**config.mk**
```make
export PLATFORM = sky130hd
export DESIGN_NAME = uart_ninth_bit
export DESIGN_NICKNAME = d
export VERILOG_FILES = /design/src/rtl/uart9_pkg.sv /design/src/rtl/uart9_par_calc.sv /design/src/rtl/uart9_tx_gen.sv /design/src/rtl/uart9_rx_chk.sv /design/src/rtl/uart_ninth_bit.sv
export SDC_FILE = /design/constraint.sdc
export NUM_CORES = 1
export LEC_CHECK = 0
export ABC_AREA = 1
export ABC_CLOCK_PERIOD_IN_PS = 3000
export CORE_AREA = 2 2 39 41
export CTS_BUF_LIST = sky130_fd_sc_hd__clkbuf_2 sky130_fd_sc_hd__clkbuf_4 sky130_fd_sc_hd__clkbuf_8
export DETAILED_ROUTE_END_ITERATION = 12
export DIE_AREA = 0 0 41 43
export HOLD_SLACK_MARGIN = 0.12
export PLACE_DENSITY = 0.83
export SYNTH_ARGS = -nofsm -noshare
export SYNTH_HDL_FRONTEND = slang
export SYNTH_SLANG_ARGS = --single-unit
```
**constraint.sdc**
```tcl
create_clock -name clk -period 3 [get_ports clk]
set_clock_uncertainty 0.2 [all_clocks]
set_input_delay 0.3 -clock clk [delete_from_list [all_inputs] [get_ports clk]]
set_output_delay 0.3 -clock clk [all_outputs]
set_load 0.03 [all_outputs]
```
**src/rtl/uart9_pkg.sv**
```systemverilog
package uart9_pkg;
   typedef enum logic [1:0] {
      XB_PARITY = 2'b00,
      XB_FORCE  = 2'b01,
      XB_NONE   = 2'b10,
      XB_MULTI  = 2'b11
   } xb_mode_e;
endpackage

```
**src/rtl/uart9_par_calc.sv**
```systemverilog
module uart9_par_calc #(
   parameter int MAX_W  = 8,
   parameter int MIN_W  = 5,
   localparam int SEL_W = (MAX_W - MIN_W + 1 > 1) ? $clog2(MAX_W - MIN_W + 1) : 1
) (
   input  logic [MAX_W-1:0] data,
   input  logic [SEL_W-1:0] width_sel,
   output logic             xor_out
);
   logic [MAX_W-1:0] keep;

   for (genvar i = 0; i < MAX_W; i++) begin : g_keep
      if (i < MIN_W) begin : g_fixed
         assign keep[i] = 1'b1;
      end else begin : g_sel
         assign keep[i] = (int'(width_sel) + MIN_W) > i;
      end
   end

   assign xor_out = ^(data & keep);
endmodule

```
**src/rtl/uart9_tx_gen.sv**
```systemverilog
module uart9_tx_gen
   import uart9_pkg::*;
(
   input  logic       clk,
   input  logic       rst_n,
   input  logic       valid,
   input  logic [1:0] mode,
   input  logic       typ,
   input  logic       par_raw,
   output logic       done,
   output logic       extra_bit,
   output logic       send
);
   xb_mode_e m;
   assign m = xb_mode_e'(mode);

   always_ff @(posedge clk) begin
      if (!rst_n) begin
         done      <= 1'b0;
         extra_bit <= 1'b0;
         send      <= 1'b0;
      end else begin
         done <= valid;
         if (valid) begin
            unique case (m)
               XB_PARITY: begin extra_bit <= par_raw ^ typ; send <= 1'b1; end
               XB_FORCE:  begin extra_bit <= typ;           send <= 1'b1; end
               XB_NONE:   begin extra_bit <= 1'b0;          send <= 1'b0; end
               XB_MULTI:  begin extra_bit <= typ;           send <= 1'b1; end
               default:   begin extra_bit <= 1'b0;          send <= 1'b0; end
            endcase
         end
      end
   end
endmodule

```
**src/rtl/uart9_rx_chk.sv**
```systemverilog
module uart9_rx_chk
   import uart9_pkg::*;
(
   input  logic       clk,
   input  logic       rst_n,
   input  logic       valid,
   input  logic [1:0] mode,
   input  logic       typ,
   input  logic       par_raw,
   input  logic       rx_bit,
   output logic       done,
   output logic       par_err,
   output logic       addr_det
);
   xb_mode_e m;
   logic     mismatch;

   assign m = xb_mode_e'(mode);

   always_comb begin
      unique case (m)
         XB_PARITY: mismatch = rx_bit != (par_raw ^ typ);
         XB_FORCE:  mismatch = rx_bit != typ;
         default:   mismatch = 1'b0;
      endcase
   end

   always_ff @(posedge clk) begin
      if (!rst_n) begin
         done     <= 1'b0;
         par_err  <= 1'b0;
         addr_det <= 1'b0;
      end else begin
         done     <= valid;
         par_err  <= valid && mismatch;
         addr_det <= valid && (m == XB_MULTI) && rx_bit;
      end
   end
endmodule

```
**src/rtl/uart_ninth_bit.sv**
```systemverilog
module uart_ninth_bit #(
   parameter int MAX_W  = 8,
   parameter int MIN_W  = 5,
   localparam int SEL_W = (MAX_W - MIN_W + 1 > 1) ? $clog2(MAX_W - MIN_W + 1) : 1
) (
   input  logic             clk,
   input  logic             rst_n,
   input  logic [1:0]       cfg_mode,
   input  logic             cfg_type,
   input  logic [SEL_W-1:0] cfg_width_sel,
   input  logic             tx_valid,
   input  logic [MAX_W-1:0] tx_data,
   output logic             tx_done,
   output logic             tx_extra_bit,
   output logic             tx_send_extra,
   input  logic             rx_valid,
   input  logic [MAX_W-1:0] rx_data,
   input  logic             rx_extra_bit,
   output logic             rx_done,
   output logic             rx_parity_err,
   output logic             rx_addr_det
);
   initial begin
      assert (MIN_W >= 1) else $error("MIN_W must be at least 1");
      assert (MAX_W >= MIN_W) else $error("MAX_W must not be below MIN_W");
   end

   logic tx_par, rx_par;

   uart9_par_calc #(.MAX_W(MAX_W), .MIN_W(MIN_W)) u_tx_par (
      .data(tx_data), .width_sel(cfg_width_sel), .xor_out(tx_par));

   uart9_par_calc #(.MAX_W(MAX_W), .MIN_W(MIN_W)) u_rx_par (
      .data(rx_data), .width_sel(cfg_width_sel), .xor_out(rx_par));

   uart9_tx_gen u_tx (
      .clk(clk), .rst_n(rst_n), .valid(tx_valid), .mode(cfg_mode),
      .typ(cfg_type), .par_raw(tx_par), .done(tx_done),
      .extra_bit(tx_extra_bit), .send(tx_send_extra));

   uart9_rx_chk u_rx (
      .clk(clk), .rst_n(rst_n), .valid(rx_valid), .mode(cfg_mode),
      .typ(cfg_type), .par_raw(rx_par), .rx_bit(rx_extra_bit),
      .done(rx_done), .par_err(rx_parity_err), .addr_det(rx_addr_det));
endmodule

```
== Word level (Yosys, flattened, before mapping) ==
Cells that the tools add are included.

* Register bits: 6
* Input bits: 26
* Output and inout bits: 6
* Logic and storage cells: 30

* $add $sub $neg: 1
* $lt $le $gt $ge: 3
* Equality and inequality tests: 5
* Multiplexer cells: 3
* Bitwise logic cells: 4
* Reduce and logical (&&, ||, !) cells: 8

{| class="wikitable"
|+ Operator list
! kind !! count
|-
| $gt A32 B4 Y1 const B || 2
|-
| $and A8 B8 Y8 || 2
|-
| $reduce_xor A8 Y1 || 2
|-
| $add A2 B3 Y4 const B || 1
|-
| $eq A2 B2 Y1 const B || 2
|-
| $gt A4 B3 Y1 const B || 1
|-
| $pmux W1 S2 || 2
|-
| $logic_and A1 B1 Y1 || 3
|-
| $pmux W1 S3 || 1
|-
| $reduce_or A3 Y1 || 1
|-
| $eq A2 B1 Y1 const B || 1
|-
| $logic_not A2 Y1 || 1
|-
| $ne A1 B1 Y1 || 2
|-
| $reduce_or A2 Y1 || 1
|-
| $xor A1 B1 Y1 || 2
|}

== Longest topological paths before layout ==
Gate-level depths: netlist of the first run.

* Depth in word-level cells: 8
* Gate-level depth with buffers: 13
* Depth with buffers taken out: 13

== Modules after synthesis ==
A second synthesis of the first run with hierarchy kept.

* Cell total of the unflattened synthesis: 99
* Area total of the unflattened synthesis: 564.3 um^2

{| class="wikitable"
|+ By module, submodules not included
! module !! instances !! cells each !! area an instance (um^2) !! seq. area each (um^2)
|-
| uart9_par_calc || 2 || 28 || 142.6 || 0.0
|-
| uart9_rx_chk || 1 || 24 || 146.4 || 60.1
|-
| uart9_tx_gen || 1 || 19 || 132.6 || 60.1
|}

== Worst setup path after synthesis of the first run ==
No wires, ideal clock.

* Kind: input to register
* From: input tx_data[3]
* To: register u_tx.extra_bit
* Setup time: 0.066 ns
* Data arrival time: 1.150 ns
* Required time: 2.734 ns
* Slack: 1.584 ns
* Stages: 10
* Path buffers: 0
* Cell sequence: or2_2 nand2_1 nand2_1 nand2_1 nand3_1 nand3_1 nand2_1 nand2_1 nand2_1 a21oi_2

* Cells in the longest elaborated chain, start to end: 4

{| class="wikitable"
|+ Ends and longest elaborated chain
! item !! line !! text
|-
| start: declaration || uart_ninth_bit.sv:12 || <nowiki>input logic [MAX_W-1:0] tx_data,</nowiki>
|-
| $and A8 B8 Y8 || uart9_par_calc.sv:20 || <nowiki>assign xor_out = ^(data & keep);</nowiki>
|-
| $reduce_xor A8 Y1 || uart9_par_calc.sv:20 ||
|-
| $xor A1 B1 Y1 || uart9_tx_gen.sv:26 || <nowiki>XB_PARITY: begin extra_bit <= par_raw ^ typ; send <= 1'b1; end</nowiki>
|-
| $pmux W1 S3 || uart9_tx_gen.sv:25 || <nowiki>unique case (m)</nowiki>
|-
| end signal: assignment || uart9_tx_gen.sv:26 ||
|-
| end signal: assignment || uart9_tx_gen.sv:27 || <nowiki>XB_FORCE: begin extra_bit <= typ; send <= 1'b1; end</nowiki>
|-
| end signal: assignment || uart9_tx_gen.sv:28 || <nowiki>XB_NONE: begin extra_bit <= 1'b0; send <= 1'b0; end</nowiki>
|-
| end: declaration || uart9_tx_gen.sv:11 || <nowiki>output logic extra_bit,</nowiki>
|}

Every way passes these cells.
A chain may end at the register's enable or synchronous reset.

== Final worst setup path of the first run ==
* From: input cfg_width_sel[1]
* To: register u_rx.par_err

* Cells in the longest elaborated chain, start to end: 8

{| class="wikitable"
|+ Ends and longest elaborated chain
! item !! line !! text
|-
| start: declaration || uart_ninth_bit.sv:10 || <nowiki>input logic [SEL_W-1:0] cfg_width_sel,</nowiki>
|-
| $add A2 B3 Y4 * || uart9_par_calc.sv:16 || <nowiki>assign keep[i] = (int'(width_sel) + MIN_W) > i;</nowiki>
|-
| $gt A32 B4 Y1 or $gt A4 B3 Y1 (tied branches) || uart9_par_calc.sv:16 ||
|-
| $and A8 B8 Y8 * || uart9_par_calc.sv:20 ||
|-
| $reduce_xor A8 Y1 * || uart9_par_calc.sv:20 ||
|-
| $xor A1 B1 Y1 * || uart9_rx_chk.sv:22 || <nowiki>XB_PARITY: mismatch = rx_bit != (par_raw ^ typ);</nowiki>
|-
| $ne A1 B1 Y1 * || uart9_rx_chk.sv:22 ||
|-
| $pmux W1 S2 * || uart9_rx_chk.sv:21 || <nowiki>unique case (m)</nowiki>
|-
| $logic_and A1 B1 Y1 * || uart9_rx_chk.sv:35 || <nowiki>par_err <= valid && mismatch;</nowiki>
|-
| end signal: assignment || uart9_rx_chk.sv:35 ||
|-
| end: declaration || uart9_rx_chk.sv:12 || <nowiki>output logic par_err,</nowiki>
|}

Mark *: on every way between the ends. The rest lies on a longest branch, timed or not.

==> key figures, run 1 <==
Placed design
  • Port bufs: 31
  • Routability cong.: 0.749
  • Placed cell area: 838 um^2
  • DP Wirelength: 942 um

Timing
  • Relative slew slack: between 70 and 80%
  • RSZ-0062 raised after global routing: no
  • Post-route setup TNS: 0 ps
  • Final setup viols: 0
  • Fin crit period: roughly 1800 ps
  • Period utilization: approximately three fifths
  • F_max: 568 MHz
  • Slew Viols, Final: 0
  • Slew @ Worst Pin: 307 ps
  • Final Hold Violating Endpoints: 0

Global route
  • Gr ovfl total: 0
  • Overall Global Routing Usage: 14.9%
  • First-pass GRT wire length: 1.79 mm
  • Vias in the first global route: 547
  • Largest net degree at the start of global routing: 7
  • Initial antenna violation count: 0

Power
  • Static leakage: between 0.0004 and 0.0005 uW
  • Maximum VDD drop: 0.103 mV
  • PwrDens: 311 mW/mm^2
  • Sequential power share: 32.0%
  • Int Pwr: ~190 uW
  • Power, Total: 268 uW
  • NetSw: 79.1 uW
  • Clock network power share: 26.7%
  • Comb pwr share: 41.4%
  • Switch share: 29.5%

Clocking
  • Htree depth: 1
  • Bufs on Longest Clock Path: 2
  • Worst-Skew Late Latency: 240 ps
  • CTS Sinks: 6
  • CTS resizes: 0
  • Total CTS buffers: 3
  • Root buffer cell: clkbuf_4
  • Number of post-CTS setup repair buffers: 0
  • Post-CTS Hold Buffers: 0
  • CTS tree: done
  • Clk pin slew, worst setup/hold paths: 40 ps

Final layout
  • Synth-to-Final Area Change: 69.5%
  • Design Area, Final: 861 um^2
  • N_diodes: 0
  • Layout cells sized above 1: approximately 8.3%
  • Net count reported at finish: 149
  • Fillers: 137

Critical path
  • Worst path required time: 2980 ps
  • FF-to-FF path depth: 2
  • Crit path launch type: primary input
  • Kind of critical path: primary input to flop
  • R2R Setup Slk: 2210 ps
  • Worst EP arrival: 1740 ps
  • RR Startpoint: u_tx.send$_SDFFE_PN0P_
  • Worst R2R End: u_tx.send$_SDFFE_PN0P_
  • Setup crit end kind: flop
  • Critical-path maximum fanout: 6

Detailed routing
  • DRT iter0 DRCs: 3
  • Detailed-route DRC error count: 0
  • Vias: 609
  • Pre-Repair DR Iteration Count: 2
  • DR vias/cell: 4.45
  • DR WL/cell: around 8.0 um
  • Drt total wl: 1.10 mm
  • ANT nets after route: 0

Die
  • Core Region: 0.00138 mm^2
  • # rows: 14
  • Number of I/O pins: 32
  • Chip Height: 43 um
  • Die Wd: approximately 40 um
  • Full die area: 0.00176 mm^2
  • Initial Util: between 30% and 40%

Yosys
  • Synth area leader: nand2_1
  • Ys async rst share: 0%
  • Syn Area/Cell: 5.84 um^2
  • Post-synth EDFFs: 0
  • Mapped Cells: 87
  • Top cells by count, synth: 33 x nand2_1, 18 x inv_1, 8 x nand3_1
  • Post-synth top area share: 24.4%
  • Seq/Total Area, Yosys: between 20% and 30%
  • Yosys warns: 0
  • Mapped Area: roughly 500 um^2
  • Synth area leaders: nand2_1 24%, dfxtp_1 24%, inv_1 13%, nand3_1 7.9%, xnor2_1 5.2%
  • Syn nets: 113
  • Most used flip-flop cell after synthesis: dfxtp_1
  • Distinct cell type count of the synthesized netlist: 18
  • Top-count cell post-synth: nand2_1
  • Synthesis-stage register bit count: 6

Job
  • MaxCap Viol Count: 0

Hold path
  • Worst hold path type: flop to flop
  • HP Start: u_tx.extra_bit$_SDFFE_PN0P_
  • Worst hold endpoint: u_tx.extra_bit$_SDFFE_PN0P_
  • Hold path depth: 2

Run status
  • Status: completed
## worst max-delay path, stage by stage
cell and delay (ps):
clkdlybuf4s50_1 580, inv_2 50, nand2_2 80, nand2_1 60, xor2_1 170, inv_1 60
nand2_1 70, nand2_1 50, nand2_1 70, nand4_1 100, a21oi_2 140
## logic make-up (layout without fill, tap and decap cells)
family          after synthesis  after routing  share of synthesized area (%)
buf+inv                      19             53                           14.0
flops                         6              6                           23.6
xor+xnor                      6              6                           11.8
simple gates                 49             49                           42.1
compound gates                7              7                           8.37
## layout by cell type (no fill, tap or decap)
cell type | netlist | final
xnor2_2 | 1 | 1
or2_2 | 1 | 1
clkdlybuf4s50_1 | 0 | 31
inv_2 | 1 | 1
nand3_1 | 8 | 8
o21ai_0 | 1 | 1
xor2_1 | 2 | 2
a21oi_2 | 2 | 2
o21ai_1 | 2 | 2
xnor2_1 | 3 | 3
nor2_1 | 2 | 2
nand3_2 | 1 | 1
nand2_2 | 1 | 1
a21oi_1 | 2 | 2
inv_1 | 18 | 18
dfxtp_1 | 6 | 6
nand3b_1 | 1 | 1
clkbuf_4 | 0 | 3
nand2_1 | 33 | 33
nand4_1 | 2 | 2
## per-stage QoR
| step | hold WS (ps) | worst slack (ps) | util [%] | cells |
|---|---|---|---|---|
| CTS | 277 | 1230 | 62.2 | 137 |
| global route | 289 | 1020 | 62.2 | 137 |
| global placement | 269 | 1040 | 60.6 | 134 |
| finish | 278 | 1240 | 62.2 | 137 |
| detailed placement | 270 | 976 | 60.6 | 134 |
| floorplan | 193 | 1580 | - | 87 |
## power groups by stage
stage / registers (uW) / clock network, uW / logic (uW)
after global placement: 86.9 / 0 / 109
after floorplan: 95.3 / 0 / 50.7
after detailed placement: 87.0 / 0 / 111
final: 85.6 / 71.4 / 111
after global routing: 85.8 / 80.1 / 123
after CTS: 85.6 / 75.0 / 112
## worst max path at each step
stage | from | end | slack (ps) | cells after the start
after floorplan | tx_data[3] | u_tx.extra_bit$_SDFFE_PN0P_ | 1580 | 10
after global placement | cfg_width_sel[1] | u_rx.par_err$_SDFF_PN0_ | 1040 | 11
after detailed placement | cfg_width_sel[1] | u_rx.par_err$_SDFF_PN0_ | 980 | 11
after CTS | cfg_width_sel[1] | u_rx.par_err$_SDFF_PN0_ | 1230 | 11
after global routing | cfg_width_sel[1] | u_tx.extra_bit$_SDFFE_PN0P_ | 1020 | 12
final | cfg_width_sel[1] | u_rx.par_err$_SDFF_PN0_ | 1240 | 11
## flip-flops by register name (all words and copies together) (netlist names)
| name | cells |
|---|---|
| u_tx.done | 1 |
| u_tx.send | 1 |
| u_rx.done | 1 |
| u_rx.par_err | 1 |
| u_tx.extra_bit | 1 |
| u_rx.addr_det | 1 |
## per-layer routing
metal / global-route usage (%) / vias up / wire [um]
li1: - / 336 / -
met1: 13.9 / 251 / 450
met2: 25.9 / 20 / 534
met3: 3.66 / 2 / 95
met4: 10.0 / 0 / 14
met5: 0 / - / 0
## area by class of cell
class,instances,area (um^2),share of cell area (%)
clock buffer,3,22.5,2.62
sequential,6,120,14.0
timing repair buffer,31,310,36.0
multi-input combinational,62,317,36.8
tap,16,20.0,2.33
inverter,19,71.3,8.28
(Power assumes the default switching activity.)
==> run 2: changes to the inputs <==
- ABC_CLOCK_PERIOD_IN_PS: 3000 -> 1700
- CORE_AREA: 2 2 39 41 -> not set
- CORE_UTILIZATION: not set -> 37
- DIE_AREA: 0 0 41 43 -> not set
- PLACE_DENSITY: 0.83 -> 0.81
- clock period: 3 -> 1.7 ns (I/O delays scaled with it)
==> run 2 against run 1 <==
  * Sequential power up 76%
  * Sequential share of layout area about the same
  * Highest routed layer unchanged
  * Clock power up 93%
  * Critical path depth down 10
==> key figures, run 2 (synthesis gave the netlist of run 1 again) <==
Run status
  • Status: completed

Clocking
  • CTS Sinks: 6
  • Number of post-CTS setup repair buffers: 0
  • Total CTS buffers: 3
  • Clk pin slew, worst setup/hold paths: around 50 ps
  • Htree depth: 1
  • CTS tree: done
  • Post-CTS Hold Buffers: 0
  • Bufs on Longest Clock Path: 2
  • Root buffer cell: clkbuf_4
  • Worst-Skew Late Latency: 260 ps

Critical path
  • Worst R2R End: u_tx.send$_SDFFE_PN0P_
  • FF-to-FF path depth: 2
  • Worst path required time: 1330 ps
  • CP peak stage delay: 670 ps
  • CP delay by family, top: buffers and inverters
  • Kind of critical path: flop to output port
  • Crit path launch type: flop
  • Worst path depth: 1
  • RR Startpoint: u_tx.send$_SDFFE_PN0P_
  • Crit-path slowest cell: clkdlybuf4s50_1
  • Critical-path maximum fanout: 2
  • Critical-path cell list: clkdlybuf4s50_1
  • WP buf/inv: 1
  • R2R Setup Slk: 910 ps
  • Worst EP arrival: between 1000 and 1500 ps
  • Setup crit end kind: output port

Global route
  • Initial antenna violation count: 0
  • Largest net degree at the start of global routing: 7
  • Vias in the first global route: 485
  • Gr ovfl total: 0
  • Overall Global Routing Usage: 18.2%
  • First-pass GRT wire length: 1.85 mm

Hold path
  • Hold path depth: 3
  • Worst hold path type: primary input to flop
  • Worst hold endpoint: u_tx.done$_SDFF_PN0_
  • HP Start: tx_valid

Timing
  • Post-route setup TNS: 0 ps
  • Fin crit period: approximately 1600 ps
  • Slew Viols, Final: 0
  • Final setup viols: 0
  • F_max: 617 MHz
  • Final Hold Violating Endpoints: 0
  • Slew @ Worst Pin: 315 ps
  • Relative slew slack: 78.9%
  • RSZ-0062 raised after global routing: no
  • Period utilization: 95.3%

Power
  • Clock network power share: 28.6%
  • Int Pwr: 333 uW
  • Static leakage: 0.000462 uW
  • Comb pwr share: 40.1%
  • PwrDens: 560 mW/mm^2
  • Switch share: between 30 and 40%
  • NetSw: 150 uW
  • Sequential power share: 31.2%
  • Maximum VDD drop: between 0.3 and 0.4 mV

Final layout
  • Most common cell after layout, fill and taps aside: nand2_1
  • Most frequent cells in the layout: 33 x nand2_1, 29 x clkdlybuf4s50_1, 18 x inv_1, 8 x nand3_1, 6 x dfxtp_1
  • Layout cells sized above 1: 8.26%
  • Util after Layout: 72.8%
  • Net count reported at finish: 149
  • Fillers: around 110
  • N_diodes: 0
  • Footprint of the multi-input gates: 317 um^2
  • Synth-to-Final Area Change: 70.0%
  • Register Area: approximately 120 um^2

Detailed routing
  • ANT nets after route: 0
  • Drt total wl: about 1.1 mm
  • DR WL/cell: 8.34 um
  • DR vias/cell: 4.36
  • Detailed-route DRC error count: 0
  • Vias: 589
  • DRT iter0 DRCs: 9
  • Pre-Repair DR Iteration Count: 4

Die
  • Core Region: 0.00119 mm^2
  • Die Wd: 39.1 um
  • Initial Util: 42.8%
  • Number of I/O pins: 32
  • # rows: 12
  • Chip Height: 39.1 um
  • Full die area: 0.00153 mm^2

Placed design
  • Port bufs: 31
  • DP Wirelength: 1.03 mm
  • Routability cong.: approximately 0.77

Job
  • MaxCap Viol Count: 0
-- run 2: changes by cell type in the layout (fill, tap and decap cells not counted) --
cell,delta
dlymetal6s2s_1,+2
clkdlybuf4s50_1,-2
-- run 2: final cells by class --
type,count,area share (%)
Multi-Input combinational cell,62,36.7
Timing Repair Buffer,31,36.5
Sequential cell,6,13.9
Inverter,19,8.26
Clock buffer,3,2.61
Tap cell,14,2.03
-- run 2: tightest hold or removal path, stage by stage --
cell,delay [ps]
clkdlybuf4s50_1,420
nand2_1,60
inv_1,30
-- run 2: how the worst max path moves through the flow --
stage	startpoint	end	slack, ps
floorplan	tx_data[3]	u_tx.extra_bit$_SDFFE_PN0P_	410
global placement	cfg_width_sel[1]	u_rx.par_err$_SDFF_PN0_	-130
detailed placement	cfg_width_sel[1]	u_rx.par_err$_SDFF_PN0_	-200
CTS	u_tx.send$_SDFFE_PN0P_	tx_send_extra	70
global route	tx_data[3]	u_tx.extra_bit$_SDFFE_PN0P_	10
finish	u_tx.send$_SDFFE_PN0P_	tx_send_extra	80
-- run 2: metrics by stage --
stage                     hold slack, ps  setup slack (ps)  instance area (um^2)  cells  total power [uW]
after floorplan                     63.5               414                   508     87               258
after global placement               267              -134                   836    132               345
after detailed placement             266              -197                   836    132               352
after CTS                            258              65.8                   858    135               491
after global routing                 283              11.8                   863    135               516
final                                266              79.1                   863    135               483
-- run 2: layer usage --
layer	part of all wire [%]	GRT usage (%)	routed length (um)	up-vias
li1	-	-	-	335
met3	3.0	6.94	34	3
met5	0	0	0	-
met1	43	19.1	482	239
met2	53	31.7	594	12
met4	1.2	7.76	14	0
-- run 2: repair_timing --
item	CTS	global route
endpoints found under the hold margin	0	0
resized for setup	0	2
endpoints found under the setup margin	0	2
-- run 2: power groups by stage --
stage          Combinational, uW  Sequential [uW]  Clock, uW
4_1_cts                      197              151        144
2_1_floorplan               89.4              168          0
5_1_grt                      219              151        146
3_3_place_gp                 192              153          0
6_report                     194              151        138
3_5_place_dp                 198              154          0
==> run 3: changes to the inputs <==
- MAX_ROUTING_LAYER: not set -> met4
==> run 3 against run 2 <==
  * Sequential cell count is the same
  * Highest routed layer is now met3
  * Design area is the same
  * Sequential power about the same
  * Total power is 0.37% lower
  * Critical path type unchanged
  * Clock-buffer cell count stayed put
  * Critical path depth unchanged
  * Worst hold slack better by 2.5 ps
  * Via count is the same
  * Maximum frequency rose by 0.19%
  * Clock power about the same
  * Non-clock buffer count unchanged
==> key figures, run 3 (synthesis gave the netlist of run 1 again) <==
Detailed routing
  • Drt total wl: about 1.1 mm
  • ANT nets after route: 0
  • DR WL/cell: 8.34 um
  • Vias: roughly 590
  • DRT iter0 DRCs: 8
  • Detailed-route DRC error count: 0
  • DR vias/cell: 4.36
  • Pre-Repair DR Iteration Count: 4

Critical path
  • Worst path required time: 1330 ps
  • Critical-path maximum fanout: 2
  • Setup crit end kind: output port
  • CP peak stage delay: 670 ps
  • R2R Setup Slk: roughly 910 ps
  • RR Startpoint: u_tx.send$_SDFFE_PN0P_
  • Crit path launch type: flop
  • Worst R2R End: u_tx.send$_SDFFE_PN0P_
  • Kind of critical path: flop to output port
  • Critical-path cell list: clkdlybuf4s50_1
  • Crit-path slowest cell: clkdlybuf4s50_1
  • CP delay by family, top: buffers and inverters
  • Worst EP arrival: between 1000 and 1500 ps
  • WP buf/inv: 1
  • FF-to-FF path depth: 2

Die
  • Initial Util: 42.8%
  • Die Wd: 39.1 um
  • # rows: 12
  • Full die area: 0.00153 mm^2
  • Chip Height: approximately 40 um
  • Number of I/O pins: 32
  • Core Region: 0.00119 mm^2

Clocking
  • Total CTS buffers: 3
  • Bufs on Longest Clock Path: 2
  • Worst-Skew Late Latency: 250 ps
  • CTS tree: done
  • CTS resizes: 0
  • Root buffer cell: clkbuf_4
  • Htree depth: 1
  • Post-CTS Hold Buffers: 0
  • Clk pin slew, worst setup/hold paths: 50 ps
  • Number of post-CTS setup repair buffers: 0
  • CTS Sinks: 6

Hold path
  • Hold path depth: 3
  • Worst hold endpoint: u_tx.done$_SDFF_PN0_
  • Worst hold path type: primary input to flop
  • HP Start: tx_valid

Timing
  • Post-route setup TNS: 0 ps
  • Final setup viols: 0
  • Min Hold Slack: between 200 and 300 ps
  • Slew @ Worst Pin: 315 ps
  • Period utilization: 95.2%
  • RSZ-0062 raised after global routing: no
  • Slew Viols, Final: 0
  • F_max: 618 MHz
  • Final Hold Violating Endpoints: 0
  • Relative slew slack: roughly four fifths
  • Fin crit period: between 1500 and 2000 ps

Global route
  • Largest net degree at the start of global routing: 7
  • Gr ovfl total: 0
  • First-pass GRT wire length: 1.86 mm
  • Initial antenna violation count: 0
  • Overall Global Routing Usage: 19.0%
  • Vias in the first global route: 487

Final layout
  • Layout cells sized above 1: between 8 and 9%
  • Fillers: between 100 and 150
  • N_diodes: 0
  • Register Area: 120 um^2
  • Most common cell after layout, fill and taps aside: nand2_1
  • Util after Layout: 72.8%
  • Footprint of the multi-input gates: 317 um^2
  • Synth-to-Final Area Change: 70.0%
  • Most frequent cells in the layout: 33 x nand2_1, 29 x clkdlybuf4s50_1, 18 x inv_1, 8 x nand3_1, 6 x dfxtp_1
  • Net count reported at finish: 149
  • Design Area, Final: 863 um^2

Placed design
  • Routability cong.: 0.785
  • DP Wirelength: 1.03 mm
  • Port bufs: 31
  • Placed cell area: 836 um^2

Power
  • Static leakage: approximately 0.00046 uW
  • PwrDens: around 560 mW/mm^2
  • Maximum VDD drop: 0.376 mV

Job
  • MaxCap Viol Count: 0

Run status
  • Status: completed
run 3: cell counts in the layout (fill, tap and decap cells not counted):
Identical to the previous run, type by type.
run 3: report_power, final:
group / internal [uW] / switching, uW
clock: 80.2 / 56.4
sequential: 148 / 2.43
combinational: 104 / 89.6
total: 333 / 148
run 3: how the worst max path moves through the flow:
| stage | from | slack, ps | depth (start not counted) | to |
|---|---|---|---|---|
| 2_1_floorplan | tx_data[3] | 410 | 10 | u_tx.extra_bit$_SDFFE_PN0P_ |
| 3_3_place_gp | cfg_width_sel[1] | -130 | 11 | u_rx.par_err$_SDFF_PN0_ |
| 3_5_place_dp | cfg_width_sel[1] | -200 | 11 | u_rx.par_err$_SDFF_PN0_ |
| 4_1_cts | u_tx.send$_SDFFE_PN0P_ | 70 | 1 | tx_send_extra |
| 5_1_grt | tx_data[3] | 20 | 11 | u_tx.extra_bit$_SDFFE_PN0P_ |
| 6_report | u_tx.send$_SDFFE_PN0P_ | 80 | 1 | tx_send_extra |
run 3: routing by layer:
layer	wire length, um	global-route usage [%]	up-vias
li1	-	-	335
met1	481	19.1	241
met2	611	31.7	13
met3	33	8.67	0
met4	0	7.76	0
met5	0	-	-
run 3: area by class of cell:
type | count | area share [%]
Timing Repair Buffer | 31 | 36.5
Multi-Input combinational cell | 62 | 36.7
Sequential cell | 6 | 13.9
Clock buffer | 3 | 2.61
Tap cell | 14 | 2.03
Inverter | 19 | 8.26
run 3: through the flow:
step	setup slack, ps	std cells	total power, uW
6_report	82.2	135	481
5_1_grt	17.1	135	519
4_1_cts	65.8	135	491
3_5_place_dp	-197	132	352
3_3_place_gp	-134	132	345
2_1_floorplan	414	87	258
